### config.mk
export PLATFORM = sky130hd
export DESIGN_NAME = phy_led_ctrl
export DESIGN_NICKNAME = d
export VERILOG_FILES = /design/src/rtl/phy_led_pkg.sv /design/src/rtl/led_tick_gen.sv /design/src/rtl/led_boot_timer.sv /design/src/rtl/led_pulse_stretch.sv /design/src/rtl/led_map.sv /design/src/rtl/phy_led_ctrl.sv
export SDC_FILE = /design/constraint.sdc
export NUM_CORES = 1
export LEC_CHECK = 0
export ABC_AREA = 1
export BUFFER_PORTS_ARGS = -buffer_cell sky130_fd_sc_hd__buf_2
export CAP_MARGIN = 20
export CORE_MARGIN = 5
export CORE_UTILIZATION = 62
export CTS_BUF_LIST = sky130_fd_sc_hd__clkbuf_2 sky130_fd_sc_hd__clkbuf_4 sky130_fd_sc_hd__clkbuf_8
export CTS_CLUSTER_SIZE = 12
export DETAILED_ROUTE_END_ITERATION = 6
export HOLD_SLACK_MARGIN = 0.05
export PLACE_DENSITY = 0.82
export SLEW_MARGIN = 20
export SYNTH_ARGS = -nofsm -noshare
export SYNTH_HDL_FRONTEND = slang
export SYNTH_SLANG_ARGS = --single-unit
export TNS_END_PERCENT = 50
### constraint.sdc
create_clock -name clk -period 1.9 [get_ports clk]
set_input_delay 0.285 -clock clk [delete_from_list [all_inputs] [get_ports clk]]
set_output_delay 0.285 -clock clk [all_outputs]
set_load 0.03 [all_outputs]
### src/rtl/phy_led_pkg.sv
package phy_led_pkg;
  localparam int NUM_LED = 3;

  typedef enum logic {
    MAP_DUAL   = 1'b0,
    MAP_SINGLE = 1'b1
  } led_map_e;

  typedef struct packed {
    logic link;
    logic fast;
    logic fdx;
  } phy_stat_t;
endpackage

### src/rtl/led_tick_gen.sv
module led_tick_gen #(
  parameter int TICK_DIV = 125000
) (
  input  logic clk,
  input  logic rst,
  input  logic clr,
  output logic tick
);
  localparam int CW = (TICK_DIV > 1) ? $clog2(TICK_DIV) : 1;

  logic [CW-1:0] div_cnt;

  assign tick = (div_cnt == CW'(TICK_DIV - 1));

  always_ff @(posedge clk) begin
    if (rst || clr)  div_cnt <= '0;
    else if (tick)   div_cnt <= '0;
    else             div_cnt <= div_cnt + 1'b1;
  end
endmodule

### src/rtl/led_boot_timer.sv
module led_boot_timer #(
  parameter int BOOT_TICKS = 500
) (
  input  logic clk,
  input  logic rst,
  input  logic restart,
  input  logic tick,
  output logic active
);
  localparam int BW = $clog2(BOOT_TICKS + 1);

  logic [BW-1:0] left_q;

  assign active = (left_q != '0);

  always_ff @(posedge clk) begin
    if (rst || restart)      left_q <= BW'(BOOT_TICKS);
    else if (tick && active) left_q <= left_q - 1'b1;
  end
endmodule

### src/rtl/led_pulse_stretch.sv
module led_pulse_stretch #(
  parameter int HOLD_TICKS = 50
) (
  input  logic clk,
  input  logic rst,
  input  logic clr,
  input  logic tick,
  input  logic evt,
  output logic hold
);
  localparam int HW = $clog2(HOLD_TICKS + 1);

  logic [HW-1:0] hold_q;

  assign hold = (hold_q != '0);

  always_ff @(posedge clk) begin
    if (rst || clr)        hold_q <= '0;
    else if (evt)          hold_q <= HW'(HOLD_TICKS);
    else if (tick && hold) hold_q <= hold_q - 1'b1;
  end
endmodule

### src/rtl/led_map.sv
module led_map
  import phy_led_pkg::*;
(
  input  led_map_e             mode,
  input  phy_stat_t            st,
  input  logic                 boot,
  input  logic                 act_hold,
  input  logic                 col_hold,
  input  logic [NUM_LED-1:0]   strap,
  output logic [NUM_LED-1:0]   pin_d
);
  logic [NUM_LED-1:0] lit;

  always_comb begin
    lit = '0;
    if (boot) begin
      lit = '1;
    end else if (mode == MAP_SINGLE) begin
      lit[0] = st.fdx;
      lit[1] = st.fast;
      lit[2] = st.link && !act_hold;
    end else begin
      lit[0] = st.link && st.fast && !act_hold;
      lit[1] = st.link && !st.fast && !act_hold;
      lit[2] = st.fdx ^ col_hold;
    end
  end

  for (genvar gi = 0; gi < NUM_LED; gi++) begin : g_pol
    assign pin_d[gi] = lit[gi] ^ strap[gi];
  end
endmodule

### src/rtl/phy_led_ctrl.sv
module phy_led_ctrl
  import phy_led_pkg::*;
#(
  parameter int TICK_DIV   = 125000,
  parameter int BOOT_TICKS = 500,
  parameter int HOLD_TICKS = 50
) (
  input  logic               clk,
  input  logic               rst,
  input  logic               soft_rst,
  input  logic               link_up,
  input  logic               speed_100,
  input  logic               full_duplex,
  input  logic               activity,
  input  logic               collision,
  input  logic               cable_present,
  input  logic               led_mode,
  input  logic [NUM_LED-1:0] led_strap,
  input  logic               sts_strap,
  output logic [NUM_LED-1:0] led_pin,
  output logic               sts_pin
);
  logic [NUM_LED-1:0] strap_q;
  logic               sts_strap_q;
  logic               tick;
  logic               boot_act;
  logic               act_hold;
  logic               col_hold;
  logic [NUM_LED-1:0] pin_d;
  phy_stat_t          st;

  always_ff @(posedge clk) begin
    if (rst) begin
      strap_q     <= led_strap;
      sts_strap_q <= sts_strap;
    end
  end

  led_tick_gen #(.TICK_DIV(TICK_DIV)) u_tick (
    .clk(clk), .rst(rst), .clr(soft_rst), .tick(tick)
  );

  led_boot_timer #(.BOOT_TICKS(BOOT_TICKS)) u_boot (
    .clk(clk), .rst(rst), .restart(soft_rst), .tick(tick), .active(boot_act)
  );

  led_pulse_stretch #(.HOLD_TICKS(HOLD_TICKS)) u_act (
    .clk(clk), .rst(rst), .clr(soft_rst), .tick(tick), .evt(activity),
    .hold(act_hold)
  );

  led_pulse_stretch #(.HOLD_TICKS(HOLD_TICKS)) u_col (
    .clk(clk), .rst(rst), .clr(soft_rst), .tick(tick), .evt(collision),
    .hold(col_hold)
  );

  assign st = '{link: link_up, fast: speed_100, fdx: full_duplex};

  led_map u_map (
    .mode(led_map_e'(led_mode)), .st(st), .boot(boot_act),
    .act_hold(act_hold), .col_hold(col_hold), .strap(strap_q), .pin_d(pin_d)
  );

  always_ff @(posedge clk) begin
    if (rst) begin
      led_pin <= led_strap;
      sts_pin <= 1'b0;
    end else begin
      led_pin <= pin_d;
      sts_pin <= sts_strap_q ? !link_up : cable_present;
    end
  end
endmodule

Yosys cells after proc, flatten, opt, wreduce, memory -nomap -nowiden
Cells that the tools add are included.
{"block": "totals", "input_bits": 14, "ff_bits": 46, "wordCells": 47, "out_inout_bits": 4}
{"block": "op_classes", "n_mux": 8, "n_addsub": 4, "n_reduce_logical": 20, "n_eq_ne": 1, "bitwise_logic": 4}
{"cell": "6-bit two-way mux", "count": 4}
{"cell": "17-bit by 1-bit adder with 17-bit output, second input constant", "count": 1}
{"cell": "17-bit equality test, second input constant", "count": 1}
{"cell": "6-bit nonzero test", "count": 2}
{"cell": "6-bit by 1-bit subtractor with 6-bit output, second input constant", "count": 2}
{"cell": "3-bit two-way mux", "count": 3}
{"cell": "9-bit nonzero test", "count": 1}
{"cell": "9-bit by 1-bit subtractor with 9-bit output, second input constant", "count": 1}
{"cell": "1-bit logical AND", "count": 8}
{"cell": "2-bit OR reduction", "count": 3}
{"cell": "2-bit nonzero test", "count": 2}
{"cell": "1-bit XOR", "count": 4}
{"cell": "1-bit zero test", "count": 3}
{"cell": "1-bit logical OR", "count": 1}
{"cell": "1-bit two-way mux", "count": 1}

Depth between registers and ports, before layout
Gate-level depths: netlist (run 1).
{"block": "depth", "word_depth": 7, "ltp_mapped": 11, "depth_no_buf": 11}

Cells and area by module
Synthesis (run 1) repeated with hierarchy kept, for this count alone.
{"block": "unflattened", "hier_cells": 375, "area_unflattened_um2": 2528.7}
{"module": "led_tick_gen", "area_per_inst_um2": 920.9, "seq_area_each_um2": 340.3, "cells_per_inst": 136, "n_inst": 1}
{"module": "led_pulse_stretch", "area_per_inst_um2": 347.8, "seq_area_each_um2": 120.1, "cells_per_inst": 54, "n_inst": 2}
{"module": "led_boot_timer", "area_per_inst_um2": 521.8, "seq_area_each_um2": 180.2, "cells_per_inst": 77, "n_inst": 1}
{"module": "phy_led_ctrl", "area_per_inst_um2": 255.2, "seq_area_each_um2": 200.2, "cells_per_inst": 22, "n_inst": 1}
{"module": "led_map", "area_per_inst_um2": 135.1, "seq_area_each_um2": 0.0, "cells_per_inst": 32, "n_inst": 1}

Least setup slack after synthesis (run 1)
OpenSTA, ideal clock, no wires.
{"block": "synth_path", "path_kind": "register to register", "from": "register u_boot.left_q[0]", "to": "register u_boot.left_q[2]", "arrival_ns": 1.333, "path_stages_with_launch": 12, "t_required_ns": 1.770, "slack_ns": 0.437, "n_path_buf": 1, "synth_period_minus_slack_ns": 1.463, "setup_ns": 0.130, "path_cell_list": "dfxtp_1 -> inv_1 -> ha_1 -> nand2_1 -> nor2_1 -> nand2_1 -> inv_1 -> nor2_2 -> buf_6 -> nand2_1 -> nand2_1 -> nand3_1"}
{"block": "synth_between", "elab_chain_cells": 2, "elab_cells_between_ends": 3, "classes_between": "add/sub (1); reduce/logical (2)"}
{"element": "start, declared", "line": "led_boot_timer.sv:12", "source": "logic [BW-1:0] left_q;"}
{"element": "start signal, assigned", "line": "led_boot_timer.sv:17", "source": "if (rst || restart) left_q <= BW'(BOOT_TICKS);"}
{"element": "start signal, assigned", "line": "led_boot_timer.sv:18", "source": "else if (tick && active) left_q <= left_q - 1'b1;"}
{"element": "branches (longest 2 deep; another with 9-bit by 1-bit subtractor with 9-bit output)"}
Several ways; the timed one is not identified.
A chain may end at the register's enable or synchronous reset.

Worst setup path in the final report (run 1)
{"block": "layout_path", "from": "register u_tick.div_cnt[0]", "to": "register u_tick.div_cnt[9]"}
{"block": "layout_between", "elab_chain_cells": 2, "elab_cells_between_ends": 3, "classes_between": "add/sub (1); eq/ne (1); reduce/logical (1)"}
{"element": "start, declared", "line": "led_tick_gen.sv:11", "source": "logic [CW-1:0] div_cnt;"}
{"element": "start signal, assigned", "line": "led_tick_gen.sv:18", "source": "else div_cnt <= div_cnt + 1'b1;"}
{"element": "branches (longest 2 deep; another with 17-bit by 1-bit adder with 17-bit output)"}
Several ways; the timed one is not identified.

==> run metrics, run 1 <==
Hold Path Class in -> reg; worst-skew pair later-pin latency 0.30 ns; clock buffer depth 2; Post-DP Area 2661 sq um; Initial DRC Count 166; setup_tns 0 ns; Synth top area share 33.40%; largest net degree at the start of global routing 15; synthesized instance count 376; cells along the critical path ha_1 -> nand3_1 -> nor2_2 -> nand3_4 -> nand2_1 -> inv_1 -> o21ai_0 -> a21oi_1; vias in the first global route 2210; Total GRT Usage 21.14%; Post-Syn Nets 395; Tmin final 1.727 ns; largest family of logic cells by synthesized area simple AND/OR/NAND/NOR gates; Critical Path AT 1.92 ns; Simple-Gate Fraction of Synth Area 38.17%; syn_area_per_cell 6.695 sq um; Die Ht 73.72 microns; fin. max-slew vios 0; die area 5435 sq um; startpoint types flip-flop; I/O pins 18; most common cell in the synthesized netlist nand2_1; IO Port Bufs 17; Yosys warnings 0; M3 GR Usage 4.651%; Unique masters post-synth 28; maximum fanout along the worst path 6; # hold bufs at CTS 0; worst hold path depth 1; fraction of registers with async set/reset 0%; CTS clk-pin slew, worst paths 0.09 ns; min-delay src sts_strap; die span in x 73.72 microns; CP Launch Point u_tick.div_cnt[0]; first-pass GRT wire length 9177 microns; post-route cell area 2799 sq um; Layout Nets 419; H-tree Lvls 2; Pre-antenna DRT Iters 4; Final ANT Viol Nets 0; wire length per cell 11.61 microns; area leader, netlist dfxtp_1; Post-CTS Setup Repair Bufs 0; status completed; Power Density 722.4 nW/um^2; vias per std cell 5.164; CP peak stage delay 0.36 ns; Layout area overhead 11.18%; Core ar. 3971 sq um; vias 2329; adder-cell share of the synthesized area 2.485%; Crit path required time 2.09 ns; Post-CTS Resized 0; Primary FF master, synth dfxtp_1; post-synthesis mux area share 0%; CP max stage cell dfxtp_1; total power 2.022 mW; Site Rows 23; XOR/XNOR share of the synthesized area 3.131%; Synth Register Bits 46; GRT met2 Usage 35.83%; Slew headroom 78.82%; share of cells above drive strength 1 11.47%; Synth Area in Compound Gates 7.455%; number of synthesized flops with an enable pin 4; reg-to-reg startpoint u_tick.div_cnt[0]; grt peak-use layer met2; initial antenna violation count 0; Tightest Pin Transition 0.3153 ns; WHS Endpoint sts_strap_q; maximum VDD drop 0.4914 mV; Setup CP Type reg -> reg; gpl congestion 0.8360; r2r endpoint u_tick.div_cnt[9]; r2r setup slk 0.17 ns; root buf cell clkbuf_8; period utilization 90.88%; TritonCTS Buffers 5; GRT overflow 0; Reg2Reg Depth 8; # DRC 0; clock skew 0.009532 ns; Hold Vio Cnt, Final 0; hpwl dp 3886 microns; RSZ-0062 raised after global routing no; CTS tree done; Critical Path End Type flip-flop; n_diodes 0; met1 usage in global routing 26.81%; final setup violation count 0; Sink Count 46; largest cells by area after synthesis dfxtp_1, nand2_1, inv_1; initial core utilization 63.39%; Synth Cell Area 2517 sq um; Total Routed Length 5237 microns; Pleak 1.230 nW; max cap viols 0; register area share after synthesis 38.17%; Commonest cells post-synth nand2_1, inv_1, nor2_1; Fmax 579.2 MHz
stage by stage:
step | std cells | hold WS [ns] | setup WS (ns) | util (%)
global route | 451 | 0.1393 | 0.004679 | 70.48
floorplan | 376 | 0.3744 | 0.4371 | -
finish | 451 | 0.1557 | 0.1734 | 70.48
global placement | 443 | 0.4288 | 0.1982 | 67.01
detailed placement | 443 | 0.4383 | 0.1560 | 67.01
CTS | 451 | 0.1472 | 0.1399 | 70.35
worst max-delay path: cells and delay by family (launching register included):
kind                     cells  cell delay (ns)
AO/OA/AOI/OAI                2             0.17
flip-flops                   1             0.36
AND/OR/NAND/NOR              4             0.73
buffers and inverters        1             0.15
adder cells (fa/ha/maj)      1             0.22
routing by layer:
layer | vias up | part of all wire [%]
met5 | - | 0
met4 | 0 | 1.3
met3 | 7 | 3.7
met2 | 37 | 48
met1 | 1055 | 47
li1 | 1230 | -
sequential cells by signal, summed over array words and instances, names as in the netlist:
register,count
led_pin,3
strap_q,3
sts_pin,1
sts_strap_q,1
u_act.hold_q,6
u_boot.left_q,9
u_col.hold_q,6
u_tick.div_cnt,17
cells in the final DEF (no fill, tap or decap), drive strengths merged, types with 2 or more instances in the layout:
cell,instances
a21oi,23
clkbuf,5
xor2,6
nor2,58
ha,5
o21ai,10
dfxtp,42
nand3,35
nand3b,3
nand2,101
nor3,4
nor3b,2
o211ai,3
inv,62
xnor2,3
or2,2
buf,21
edfxtp,4
nand4,7
bufinv,2
logic make-up (layout without fill, tap and decap cells):
logic type	count (synthesis)	in the layout
AOI/OAI and AO/OA	36	36
xor gates and xnor gates	9	9
adders and majority gates	5	5
buffers and inverters	66	91
DFF	46	46
and+or+nand+nor	214	214
power by group:
group / leakage [nW] / total, mW / switching (mW) / internal, mW
clock: 0.0658 / 0.866 / 0.346 / 0.521
sequential: 0.380 / 1.01 / 0.0122 / 1.00
combinational: 0.784 / 0.144 / 0.0949 / 0.0486
layout make-up:
cell class / instances / area (sq um)
multi-input cells: 264 / 1295
inverters: 62 / 232.7
repair buffers: 21 / 115.1
clock inverters: 3 / 63.81
well taps: 50 / 62.56
fillers: 348 / 1172
flip-flops and latches: 46 / 960.9
clock buffers: 5 / 68.82
how the worst max path moves through the flow:
stage,endpoint,slack [ns]
after floorplan,u_boot.left_q[2],0.44
after global placement,u_boot.left_q[2],0.20
after detailed placement,u_boot.left_q[2],0.16
after CTS,u_boot.left_q[2],0.14
after global routing,u_boot.left_q[2],0.005
final,u_tick.div_cnt[9],0.17
(Power assumes the default switching activity.)
==> run 2, diff against run 1 <==
- CORE_UTILIZATION: 62 -> 50
- PLACE_DENSITY: 0.82 -> 0.68
- RECOVER_POWER: not set -> 100
==> run 2 against run 1 <==
Effect of this change:
- die area grew 21%
- global-route usage down 4.9 points
- critical endpoint is now u_tick.div_cnt[2]
- largest power group unchanged
- first-iteration DRC count is 23% lower
- register-to-register slack better by 0.05 ns
- flip-flop and latch count unchanged
- via count is 4.1% lower
- clock power fell by 32%
- fmax increased by 2.9%
- combinational power is 8% lower
- critical path depth fell by 1
- routed wire length shrank 9.6%
- highest routed layer unchanged
- total power decreased by 14%
==> run metrics, run 2 (synthesized netlist as in run 1, its figures left out) <==
worst-skew pair later-pin latency 0.29 ns; hpwl dp 3691 microns; die span in x 80.96 microns; vias 2233; commonest non-fill, non-tap cells in the layout nand2_1, inv_1, nor2_1, dfxtp_1, nand3_1; max reg flops 17; Power Density 628.2 nW/um^2; setup_tns 0 ns; Top reg by flops u_tick.div_cnt; clock skew 0.006361 ns; # hold bufs at CTS 0; CTS tree done; Core ar. 4817 sq um; CP Launch Point u_tick.div_cnt[0]; Fmax 595.7 MHz; # DRC 0; Sw Pwr 0.4307 mW; max cap viols 0; wire length per cell 10.10 microns; worst slack at placement 0.1872 ns; Pre-antenna DRT Iters 4; Post-DP Area 2690 sq um; n_diodes 0; TritonCTS Buffers 5; M3 GR Usage 3.659%; sw frac 24.83%; root buf cell clkbuf_8; period utilization 88.35%; I/O pins 18; grt peak-use layer met2; Post-CTS Resized 0; cell internal pwr 1.304 mW; GRT met2 Usage 26.11%; Setup CP Type reg -> reg; Layout Nets 420; Final ANT Viol Nets 0; Site Rows 25; Sink Count 46; status completed; maximum VDD drop 0.5069 mV; Pleak 1.197 nW; Total GRT Usage 16.25%; Comb pwr share 7.7%; Crit path required time 2.09 ns; vias per std cell 4.761; reg-to-reg startpoint u_tick.div_cnt[0]; Slew headroom 72.90%; Tightest Pin Transition 0.4065 ns; met1 usage in global routing 22.02%; Non-Filler Instances 469; post-route cell area 2761 sq um; Final WS setup 0.2214 ns; H-tree Lvls 2; first-pass GRT wire length 8611 microns; Post-CTS Setup Repair Bufs 0; Initial DRC Count 128; Clk pwr share 34.0%; Hold Vio Cnt, Final 0; Hold Path Class in -> reg; startpoint types flip-flop; Top Registers u_tick.div_cnt (17), u_boot.left_q (9); commonest non-fill, non-tap cell in the layout nand2_1; IO Port Bufs 17; Filler Cells Inserted 499; total power 1.735 mW; Reg2Reg Depth 7; Critical Path AT 1.87 ns; largest net degree at the start of global routing 16; clock buffer depth 2; share of cells above drive strength 1 9.701%; gpl congestion 0.8236; Tmin final 1.679 ns; final setup violation count 0; Critical Path End Type flip-flop; Sequential Power Share 58.3%; maximum fanout along the worst path 9; min-delay src sts_strap; Die Ht 80.96 microns; initial core utilization 52.26%; initial antenna violation count 0; worst hold path depth 1; GRT overflow 0; fin. max-slew vios 0; vias in the first global route 2027; CTS clk-pin slew, worst paths 0.09 ns; Total Routed Length 4735 microns; die area 6554 sq um; RSZ-0062 raised after global routing no; Placed Instances 461; Layout area overhead 9.692%
==> run 2: final cells by class <==
class                           count  area (sq um)  share of cell area [%]
Tap cell                           67         83.83                   3.036
Sequential cell                    46         960.9                   34.80
Clock inverter                      3         21.27                  0.7703
Inverter                           62         232.7                   8.428
Timing Repair Buffer               22         113.9                   4.123
Clock buffer                        5         68.82                   2.492
Multi-Input combinational cell    264          1280                   46.35
==> run 2: worst max-delay path, cell delays in order, from the launching register on <==
cell,delay [ns]
dfxtp_1,0.36
ha_1,0.22
nand3_1,0.12
nor2_2,0.20
nand3_4,0.11
nand2_1,0.27
clkbuf_2,0.23
nor3b_1,0.06
==> run 2: final timing paths <==
kind | to | slack [ns]
max reg2reg | u_tick.div_cnt[2] | 0.22
min | sts_strap_q | 0.16
min reg2reg | u_boot.left_q[8] | 0.45
max | u_tick.div_cnt[2] | 0.22
==> run 2: metal layers <==
metal | wire length (microns) | up-vias
li1 | - | 1229
met4 | 30 | 0
met5 | 0 | -
met1 | 2475 | 963
met3 | 214 | 2
met2 | 2015 | 39
==> run 2: power by group through the flow <==
| stage | combinational (mW) | clock [mW] | sequential [mW] |
|---|---|---|---|
| floorplan | 0.0789 | 0 | 1.05 |
| global placement | 0.137 | 0 | 1.03 |
| detailed placement | 0.138 | 0 | 1.03 |
| CTS | 0.139 | 0.619 | 1.01 |
| global route | 0.154 | 0.659 | 1.02 |
| finish | 0.133 | 0.590 | 1.01 |
==> run 2: metrics by stage <==
step | utilization, % | hold WS [ns]
3_5_place_dp | 55.84 | 0.4333
3_3_place_gp | 55.84 | 0.4298
6_report | 57.32 | 0.1640
4_1_cts | 57.71 | 0.1574
2_1_floorplan | - | 0.3744
5_1_grt | 57.32 | 0.1523
==> run 3, diff against run 2 <==
- CELL_PAD_IN_SITES_DETAIL_PLACEMENT: not set -> 0
- CELL_PAD_IN_SITES_GLOBAL_PLACEMENT: not set -> 1
- CORE_UTILIZATION: 50 -> 45
- PLACE_DENSITY: 0.68 -> not set
- PLACE_DENSITY_LB_ADDON: not set -> 0.1
==> run 3 against run 2 <==
Effect of this change:
- total power increased by 8.8%
- non-clock buffer count grew 1
- cell count increased by 1.3%
- combinational power hardly changed
==> run metrics, run 3 (synthesized netlist as in run 1, its figures left out) <==
Core ar. 5473 sq um; Layout Nets 421; CTS tree done; initial antenna violation count 0; maximum fanout along the worst path 8; worst-skew pair later-pin latency 0.30 ns; status completed; Pre-antenna DRT Iters 4; Critical Path End Type flip-flop; Die Ht 84.80 microns; Power Density 674.2 nW/um^2; Tightest Pin Transition 0.4066 ns; IO Port Bufs 17; worst slack at placement 0.1020 ns; share of cells above drive strength 1 9.181%; Tmin final 1.726 ns; TritonCTS Buffers 5; Final ANT Viol Nets 0; Site Rows 27; Layout area overhead 11.18%; max reg flops 17; Sink Count 46; largest net degree at the start of global routing 15; Top Registers u_tick.div_cnt (17), u_boot.left_q (9); I/O pins 18; vias per std cell 4.695; Critical Path AT 1.92 ns; hold slack 0.1670 ns; vias in the first global route 2021; maximum VDD drop 0.4588 mV; Slew headroom 72.89%; H-tree Lvls 2; Fmax 579.3 MHz; # DRC 0; CTS clk-pin slew, worst paths 0.09 ns; die span in x 84.80 microns; Initial DRC Count 101; commonest non-fill, non-tap cell in the layout nand2_1; max cap viols 0; hpwl dp 4120 microns; Total Routed Length 5203 microns; fin. max-slew vios 0; Hold Vio Cnt, Final 0; Total GRT Usage 15.29%; clock buffer depth 2; final setup violation count 0; GRT overflow 0; first-pass GRT wire length 9073 microns; vias 2230; startpoint types flip-flop; n_diodes 0; # hold bufs at CTS 0; die area 7190 sq um; Crit path required time 2.09 ns; Setup CP Type reg -> reg; wire length per cell 10.95 microns; clock skew 0.01306 ns; Final WS setup 0.1738 ns; Top reg by flops u_tick.div_cnt; root buf cell clkbuf_8; initial core utilization 46.00%; setup_tns 0 ns; commonest non-fill, non-tap cells in the layout nand2_1, inv_1, nor2_1, dfxtp_1, nand3_1; Pleak 1.202 nW; gpl congestion 0.7755; RSZ-0062 raised after global routing no; Hold Path Class in -> reg; period utilization 90.85%
[run 3: cell count changes in the layout (fill, tap and decap cells not counted), moves of 2 or more]
cell | before | now
clkbuf_1 | 5 | 10
buf_2 | 12 | 9
nand2_1 | 99 | 97
nand2_2 | 2 | 4
[run 3: worst paths after layout]
path / startpoint / to / slack [ns] / depth (start not counted)
worst max-delay path: u_tick.div_cnt[0] / u_tick.div_cnt[2] / 0.17 / 7
worst min-delay path: sts_strap / sts_strap_q / 0.17 / 1
worst max register to register: u_tick.div_cnt[0] / u_tick.div_cnt[2] / 0.17 / 7
worst min register to register: sts_strap_q / sts_pin / 0.45 / 1
[run 3: worst max-delay path, stage by stage (launching register included)]
cell      delay [ns]
dfxtp_1         0.36
ha_1            0.22
nand3_1         0.12
nor2_2          0.23
nand3_4         0.13
nand2_2         0.19
clkbuf_1        0.27
nor3b_1         0.08
[run 3: final cells by class]
type                       instances  area (sq um)
tap                               72         90.09
multi-input combinational        264          1290
sequential                        46         960.9
clock inverter                     2         36.28
fill                             611          2674
clock buffer                       6         76.32
inverter                          62         232.7
timing repair buffer              23         112.6
[run 3: timing repair]
item	in CTS	in global routing
resized for setup	0	2
hold endpoints to repair	0	0
endpoints found under the setup margin	0	7
setup buffers	0	0
[run 3: routing by layer]
layer	track usage, %	vias up	wire length, microns
li1	-	1227	-
met1	21.35	969	2698
met2	23.27	27	2223
met3	3.631	7	217
met4	4.748	0	63
met5	0	-	0
[run 3: stage by stage]
stage,util (%),std cells,area [sq um],power (mW)
6_report,51.14,475,2799,1.887
5_1_grt,51.14,475,2799,1.984
4_1_cts,51.46,475,2816,1.924
3_5_place_dp,49.41,467,2704,1.177
3_3_place_gp,49.41,467,2704,1.177
2_1_floorplan,-,376,2517,1.126
[run 3: power breakdown]
group	internal [mW]	switching, mW
logic	0.0459	0.0902
clock network	0.408	0.330
registers	1.00	0.0127
